[config.mk]
export PLATFORM = sky130hd
export DESIGN_NAME = sdram_init_seq
export DESIGN_NICKNAME = d
export VERILOG_FILES = /design/src/rtl/sdram_init_pkg.sv /design/src/rtl/sdram_init_timer.sv /design/src/rtl/sdram_init_ref_cnt.sv /design/src/rtl/sdram_init_cmd_enc.sv /design/src/rtl/sdram_init_seq.sv
export SDC_FILE = /design/constraint.sdc
export NUM_CORES = 1
export LEC_CHECK = 0
export BUFFER_PORTS_ARGS = -buffer_cell sky130_fd_sc_hd__buf_2
export CAP_MARGIN = 20
export CORE_ASPECT_RATIO = 1.4
export CORE_UTILIZATION = 40
export DETAILED_ROUTE_END_ITERATION = 8
export GPL_ROUTABILITY_DRIVEN = 0
export PLACE_DENSITY = 0.6
export SYNTH_ARGS = -nofsm -noshare
export SYNTH_HDL_FRONTEND = slang
export SYNTH_SLANG_ARGS = --single-unit
[constraint.sdc]
create_clock -name clk_i -period 4.3 [get_ports clk_i]
set_input_delay 0.43 -clock clk_i [delete_from_list [all_inputs] [get_ports clk_i]]
set_output_delay 0.43 -clock clk_i [all_outputs]
set_load 0.05 [all_outputs]
[src/rtl/sdram_init_pkg.sv]
package sdram_init_pkg;

  typedef enum logic [2:0] {
    ST_PAUSE,
    ST_PRECHG,
    ST_WAIT_RP,
    ST_REFRESH,
    ST_WAIT_RFC,
    ST_MODESET,
    ST_WAIT_MRD,
    ST_IDLE
  } init_state_e;

  typedef enum logic [1:0] {
    CMD_NOP,
    CMD_PRECHG,
    CMD_REFRESH,
    CMD_MODESET
  } init_cmd_e;

  typedef struct packed {
    logic cs_n;
    logic ras_n;
    logic cas_n;
    logic we_n;
  } cmd_pins_t;

  localparam cmd_pins_t PINS_NOP     = '{cs_n: 1'b0, ras_n: 1'b1, cas_n: 1'b1, we_n: 1'b1};
  localparam cmd_pins_t PINS_PRECHG  = '{cs_n: 1'b0, ras_n: 1'b0, cas_n: 1'b1, we_n: 1'b0};
  localparam cmd_pins_t PINS_REFRESH = '{cs_n: 1'b0, ras_n: 1'b0, cas_n: 1'b0, we_n: 1'b1};
  localparam cmd_pins_t PINS_MODESET = '{cs_n: 1'b0, ras_n: 1'b0, cas_n: 1'b0, we_n: 1'b0};

  function automatic cmd_pins_t encode_cmd(init_cmd_e cmd);
    case (cmd)
      CMD_PRECHG:  return PINS_PRECHG;
      CMD_REFRESH: return PINS_REFRESH;
      CMD_MODESET: return PINS_MODESET;
      default:     return PINS_NOP;
    endcase
  endfunction

  function automatic init_cmd_e state_cmd(init_state_e st);
    case (st)
      ST_PRECHG:  return CMD_PRECHG;
      ST_REFRESH: return CMD_REFRESH;
      ST_MODESET: return CMD_MODESET;
      default:    return CMD_NOP;
    endcase
  endfunction

endpackage

[src/rtl/sdram_init_timer.sv]
module sdram_init_timer #(
  parameter int CNT_W     = 16,
  parameter int RESET_VAL = 0
) (
  input  logic             clk_i,
  input  logic             rst_ni,
  input  logic             load_i,
  input  logic [CNT_W-1:0] load_val_i,
  output logic             zero_o
);

  logic [CNT_W-1:0] cnt_q;

  always_ff @(posedge clk_i or negedge rst_ni) begin
    if (!rst_ni)            cnt_q <= CNT_W'(RESET_VAL);
    else if (load_i)        cnt_q <= load_val_i;
    else if (cnt_q != '0)   cnt_q <= cnt_q - 1'b1;
  end

  assign zero_o = (cnt_q == '0);

  // a gap shrinks by exactly one per cycle until it expires
  a_r6_timer_step: assert property (@(posedge clk_i) disable iff (!rst_ni)
    (!load_i && cnt_q != '0) |=> (cnt_q == $past(cnt_q) - 1'b1));

  a_r6_timer_hold: assert property (@(posedge clk_i) disable iff (!rst_ni)
    (!load_i && zero_o) |=> zero_o);

endmodule

[src/rtl/sdram_init_ref_cnt.sv]
module sdram_init_ref_cnt #(
  parameter int REFRESH_COUNT = 8
) (
  input  logic clk_i,
  input  logic rst_ni,
  input  logic inc_i,
  output logic all_done_o
);

  localparam int RC_W = $clog2(REFRESH_COUNT + 1);

  logic [RC_W-1:0] cnt_q;

  always_ff @(posedge clk_i or negedge rst_ni) begin
    if (!rst_ni)     cnt_q <= '0;
    else if (inc_i)  cnt_q <= cnt_q + 1'b1;
  end

  assign all_done_o = (cnt_q == RC_W'(REFRESH_COUNT));

  // never more refreshes than configured
  a_r5_no_overflow: assert property (@(posedge clk_i) disable iff (!rst_ni)
    all_done_o |-> !inc_i);

endmodule

[src/rtl/sdram_init_cmd_enc.sv]
module sdram_init_cmd_enc
  import sdram_init_pkg::*;
#(
  parameter int ADDR_W = 13,
  parameter int AP_BIT = 10
) (
  input  logic              clk_i,
  input  logic              rst_ni,
  input  init_cmd_e         cmd_i,
  input  logic              done_i,
  input  logic [ADDR_W-1:0] mode_i,
  output cmd_pins_t         pins_o,
  output logic [ADDR_W-1:0] addr_o,
  output logic              cke_o,
  output logic              dqm_o,
  output logic              done_o
);

  logic [ADDR_W-1:0] addr_d;

  always_comb begin
    addr_d = '0;
    case (cmd_i)
      CMD_PRECHG:  addr_d[AP_BIT] = 1'b1;
      CMD_MODESET: addr_d = mode_i;
      default:     addr_d = '0;
    endcase
  end

  always_ff @(posedge clk_i or negedge rst_ni) begin
    if (!rst_ni) begin
      pins_o <= PINS_NOP;
      addr_o <= '0;
      cke_o  <= 1'b1;
      dqm_o  <= 1'b1;
      done_o <= 1'b0;
    end else begin
      pins_o <= encode_cmd(cmd_i);
      addr_o <= addr_d;
      cke_o  <= 1'b1;
      dqm_o  <= !done_i;
      done_o <= done_i;
    end
  end

  // precharge-all always carries the auto-precharge bit alone
  a_r3_prechg_addr: assert property (@(posedge clk_i) disable iff (!rst_ni)
    (pins_o == PINS_PRECHG) |-> (addr_o == (ADDR_W'(1) << AP_BIT)));

  // refresh carries a zero address
  a_r5_ref_addr: assert property (@(posedge clk_i) disable iff (!rst_ni)
    (pins_o == PINS_REFRESH) |-> (addr_o == '0));

endmodule

[src/rtl/sdram_init_seq.sv]
module sdram_init_seq
  import sdram_init_pkg::*;
#(
  parameter int ADDR_W        = 13,
  parameter int AP_BIT        = 10,
  parameter int PAUSE_CYCLES  = 20000,
  parameter int T_RP          = 3,
  parameter int T_RFC         = 9,
  parameter int T_MRD         = 2,
  parameter int REFRESH_COUNT = 8,
  parameter bit REFRESH_FIRST = 1'b0
) (
  input  logic              clk_i,
  input  logic              rst_ni,
  input  logic [ADDR_W-1:0] mode_i,
  output logic              cke_o,
  output logic              dqm_o,
  output logic              cs_no,
  output logic              ras_no,
  output logic              cas_no,
  output logic              we_no,
  output logic [ADDR_W-1:0] addr_o,
  output logic              init_done_o
);

  localparam int MAX_GAP_0 = (T_RP > T_RFC) ? T_RP : T_RFC;
  localparam int MAX_GAP_1 = (MAX_GAP_0 > T_MRD) ? MAX_GAP_0 : T_MRD;
  localparam int MAX_CNT   = (PAUSE_CYCLES > MAX_GAP_1) ? PAUSE_CYCLES : MAX_GAP_1;
  localparam int CNT_W     = $clog2(MAX_CNT + 1);

  localparam logic [CNT_W-1:0] LOAD_RP  = CNT_W'(T_RP - 2);
  localparam logic [CNT_W-1:0] LOAD_RFC = CNT_W'(T_RFC - 2);
  localparam logic [CNT_W-1:0] LOAD_MRD = CNT_W'(T_MRD - 2);

  init_state_e      state_q, state_d;
  logic             gap_zero;
  logic             gap_load;
  logic [CNT_W-1:0] gap_val;
  logic             ref_inc;
  logic             ref_all;
  cmd_pins_t        pins;

  sdram_init_timer #(
    .CNT_W     (CNT_W),
    .RESET_VAL (PAUSE_CYCLES - 1)
  ) i_gap_timer (
    .clk_i      (clk_i),
    .rst_ni     (rst_ni),
    .load_i     (gap_load),
    .load_val_i (gap_val),
    .zero_o     (gap_zero)
  );

  sdram_init_ref_cnt #(
    .REFRESH_COUNT (REFRESH_COUNT)
  ) i_ref_cnt (
    .clk_i      (clk_i),
    .rst_ni     (rst_ni),
    .inc_i      (ref_inc),
    .all_done_o (ref_all)
  );

  always_comb begin
    state_d  = state_q;
    gap_load = 1'b0;
    gap_val  = '0;
    ref_inc  = 1'b0;
    case (state_q)
      ST_PAUSE:    if (gap_zero) state_d = ST_PRECHG;
      ST_PRECHG: begin
        gap_load = 1'b1;
        gap_val  = LOAD_RP;
        state_d  = ST_WAIT_RP;
      end
      ST_WAIT_RP:  if (gap_zero) state_d = REFRESH_FIRST ? ST_REFRESH : ST_MODESET;
      ST_REFRESH: begin
        gap_load = 1'b1;
        gap_val  = LOAD_RFC;
        ref_inc  = 1'b1;
        state_d  = ST_WAIT_RFC;
      end
      ST_WAIT_RFC: begin
        if (gap_zero) begin
          if (!ref_all)          state_d = ST_REFRESH;
          else if (REFRESH_FIRST) state_d = ST_MODESET;
          else                   state_d = ST_IDLE;
        end
      end
      ST_MODESET: begin
        gap_load = 1'b1;
        gap_val  = LOAD_MRD;
        state_d  = ST_WAIT_MRD;
      end
      ST_WAIT_MRD: if (gap_zero) state_d = REFRESH_FIRST ? ST_IDLE : ST_REFRESH;
      default:     state_d = ST_IDLE;
    endcase
  end

  always_ff @(posedge clk_i or negedge rst_ni) begin
    if (!rst_ni) state_q <= ST_PAUSE;
    else         state_q <= state_d;
  end

  sdram_init_cmd_enc #(
    .ADDR_W (ADDR_W),
    .AP_BIT (AP_BIT)
  ) i_cmd_enc (
    .clk_i  (clk_i),
    .rst_ni (rst_ni),
    .cmd_i  (state_cmd(state_d)),
    .done_i (state_d == ST_IDLE),
    .mode_i (mode_i),
    .pins_o (pins),
    .addr_o (addr_o),
    .cke_o  (cke_o),
    .dqm_o  (dqm_o),
    .done_o (init_done_o)
  );

  assign cs_no  = pins.cs_n;
  assign ras_no = pins.ras_n;
  assign cas_no = pins.cas_n;
  assign we_no  = pins.we_n;

  // Checker-only count of cycles since reset release, saturating at the pause length
  logic [CNT_W-1:0] since_rst_q;
  always_ff @(posedge clk_i or negedge rst_ni) begin
    if (!rst_ni)                                  since_rst_q <= '0;
    else if (since_rst_q != CNT_W'(PAUSE_CYCLES)) since_rst_q <= since_rst_q + 1'b1;
  end

  a_r2_pause_nop: assert property (@(posedge clk_i) disable iff (!rst_ni)
    (since_rst_q < CNT_W'(PAUSE_CYCLES)) |->
      (pins == PINS_NOP && cke_o && dqm_o && addr_o == '0));

  a_r2_mask_until_done: assert property (@(posedge clk_i) disable iff (!rst_ni)
    !init_done_o |-> (cke_o && dqm_o));

  a_r6_nop_after_mrs: assert property (@(posedge clk_i) disable iff (!rst_ni)
    (pins == PINS_MODESET) |=> (pins == PINS_NOP));

  a_r4_mrs_addr: assert property (@(posedge clk_i) disable iff (!rst_ni)
    (pins == PINS_MODESET) |-> (addr_o == $past(mode_i)));

  a_r8_done_sticky: assert property (@(posedge clk_i) disable iff (!rst_ni)
    init_done_o |=> init_done_o);

  a_r9_idle_nop: assert property (@(posedge clk_i) disable iff (!rst_ni)
    init_done_o |-> (pins == PINS_NOP && addr_o == '0 && !dqm_o && cke_o));

endmodule

==> flow_metrics.py <==
metrics = {
    "status": {
        "status": "completed",
    },
    "synth": {
        "async_flop_share_pct": 100,
        "syn-num-nets": 198,
        "syn_inst": 180,
        "syn_area_per_cell_um2": 10.5,
        "synth_cell_types": 50,
        "ys_warn_count": 0,
        "synth_area_um2": 1900,
        "synth-seq-cells": 40,
        "netlist_top_cells_area": "dfrtp_1, dfstp_2, and2_1",
        "dominantRegCellSynth": "dfrtp_1",
        "seq_area_frac_synth_pct": 53.7,
        "synth_edf_count": 0,
        "synth_top_area_share_pct": 35.6,
        "synth_top_cell_by_area": "dfrtp_1",
    },
    "floorplanning": {
        "row_count": 29,
        "dieArea_um2": 5020,
        "die_w_um": 60.2,
        "core_region_area_um2": 4540,
        "fp.dieH_um": 83.5,
        "io_pins": 35,
        "start_util_pct": 41.8,
    },
    "route": {
        "route.met3.wl_um": 191,
        "top_layer_used": "met4",
        "wl_per_cell_um": 13.0,
        "num_vias": 1411,
        "firstDrtPassIters": 4,
        "drt-total-wl_mm": 3.55,
        "drc": 0,
        "drt-vias-per-instance": 5.17,
        "wl_met1_mm": 1.44,
        "wl_met2_mm": 1.83,
        "ant_nets": 0,
        "drt_iter0_drc": 35,
    },
    "setup_path": {
        "cp-startpoint": "i_gap_timer.cnt_q[0]",
        "endpoint_kind": "register",
        "startpoint_type": "register",
        "reg2reg_slack_ps": 2070,
        "worstReg2RegStart": "i_gap_timer.cnt_q[0]",
        "cp_data_arrival_time_ps": 2460,
        "path_max_fanout": 12,
        "r2r.worst_path.cells": 6,
        "crit_type": "register to register",
        "cp.required_ps": 4530,
    },
    "grt": {
        "antenna_found_initial": 0,
        "globalRoute.totalOverflow": 0,
        "track_usage_pct": 16.3,
        "grt_pass1_vias": 1436,
        "grt_max_degree": 41,
        "grt_first_pass_wirelength_mm": 6.15,
    },
    "final_layout": {
        "final_cell_mix": "buf_2, dfrtp_1, nand2_1, a21oi_1, dfstp_2",
        "antenna_cells": 0,
        "n_fill_cell": 431,
        "area_delta_synth_final_pct": 14.6,
        "drive_gt1_share_pct": 30.3,
        "final_common_cell": "buf_2",
        "final_util_pct": 47.9,
        "nNetsFinal": 228,
    },
    "timing": {
        "worst_pin_slew_ps": 872,
        "fin_crit_ps": 2230,
        "setup_violations": 0,
        "slew_viol_final": 0,
        "fmax_mhz": 448,
        "setup_slack_ps": 2070,
        "rsz0062_at_grt": "no",
        "final-hold-violation-count": 0,
        "fin_hold_ws_ps": 251,
        "fin_crit_sh_pct": 51.9,
        "relSlewSlack_pct": 41.9,
        "tns_ps": 0,
        "clock_skew_ps": 4.26,
    },
    "cts": {
        "cts_resized": 0,
        "root_buffer": "clkbuf_8",
        "cts_made_buffers": 5,
        "clk_pin_slew_ps": 80,
        "cts_max_path_buffers": 2,
        "clkLatencyLatePin_ps": 290,
        "post_cts.repair.setup_buffers": 0,
        "htree_levels": 2,
        "cts_tree": "built",
        "cts.sinks": 40,
        "postCtsHoldBufs": 0,
    },
    "worst_hold_path": {
        "hold_path.class": "input port to asynchronous set/reset pin",
    },
    "power": {
        "total_power_mw": 0.634,
        "cellLeakagePower_nw": 1.04,
        "p_per_area_nw_per_um2": 292,
        "ir_drop_mv": 0.205,
    },
    "flow_run": {
        "drv_cap": 0,
    },
    "place": {
        "pre_cts_slack_ps": 2040,
        "numPortBuffers": 32,
        "dpl.hpwl_mm": 2.58,
    },
}
[critical path: stages (launching register included)]
cell,delay (ps)
dfstp_2,380
inv_1,90
ha_1,190
nor4b_1,340
nand4_1,240
nor4b_2,690
and2_1,230
[synth_stat cells (all sizes together), types with 2 or more instances]
master   n
a21oi   13
a31o     2
a31oi    3
a41o     2
and2    12
buf      4
clkbuf   6
conb     2
dfrtp   27
dfstp   13
ha       3
inv      8
nand2   13
nand2b   2
nand3    3
nand3b   2
nand4    2
nor2    11
nor2b    3
nor3     5
nor4     4
nor4b    2
o21ai    5
o31ai    4
or3      7
or4      5
xnor2    3
[cells by family (layout without fill, tap and decap cells)]
| family | count (synthesis) | in the layout | synth area share (%) |
|---|---|---|---|
| AOI/OAI and AO/OA | 37 | 37 | 12.7 |
| buffers and inverters | 18 | 49 | 4.42 |
| adders and majority gates | 3 | 3 | 1.98 |
| DFF | 40 | 40 | 53.7 |
| muxes | 1 | 1 | 0.594 |
| and+or+nand+nor | 75 | 75 | 24.4 |
| other | 2 | 2 | 0.396 |
| xor gates and xnor gates | 4 | 4 | 1.85 |
[worst paths after layout]
path | end
max in group asynchronous | i_ref_cnt.cnt_q[3]
max | i_cmd_enc.addr_o[6]
min reg2reg | i_ref_cnt.cnt_q[3]
min | i_gap_timer.cnt_q[6]
min in group clk_i | i_cmd_enc.addr_o[7]
max reg2reg | i_cmd_enc.addr_o[6]
[sequential cells by signal (all words and copies together) (netlist names)]
signal,cells
i_cmd_enc.addr_o,13
i_cmd_enc.done_o,1
i_cmd_enc.dqm_o,1
i_cmd_enc.pins_o,3
i_gap_timer.cnt_q,15
i_ref_cnt.cnt_q,4
state_q,3
[stage by stage]
step                std cells  area, µm²
global route              273       2170
floorplan                 180       1900
detailed placement        265       2090
CTS                       273       2170
finish                    273       2170
global placement          265       2090
[per-layer routing]
layer / GRT usage, % / vias up
li1: - / 691
met1: 18.2 / 669
met2: 27.2 / 42
met3: 4.81 / 9
met4: 7.82 / 0
met5: 0 / -
[power by group]
| part | internal (mW) | switching (mW) |
|---|---|---|
| Clock | 0.113 | 0.128 |
| Combinational | 0.00447 | 0.0119 |
| Sequential | 0.377 | 0 |
[cell type report]
type                    instances  area [µm²]  share of cell area [%]
inverters                       8        30.0                    1.38
multi-input cells             122         795                    36.6
clock buffers                   6        72.6                    3.34
flip-flops and latches         40        1020                    46.8
clock inverters                 2        12.5                   0.576
well taps                      62        77.6                    3.57
repair buffers                 33         168                    7.72
Power figures use the tool's default switching activity.
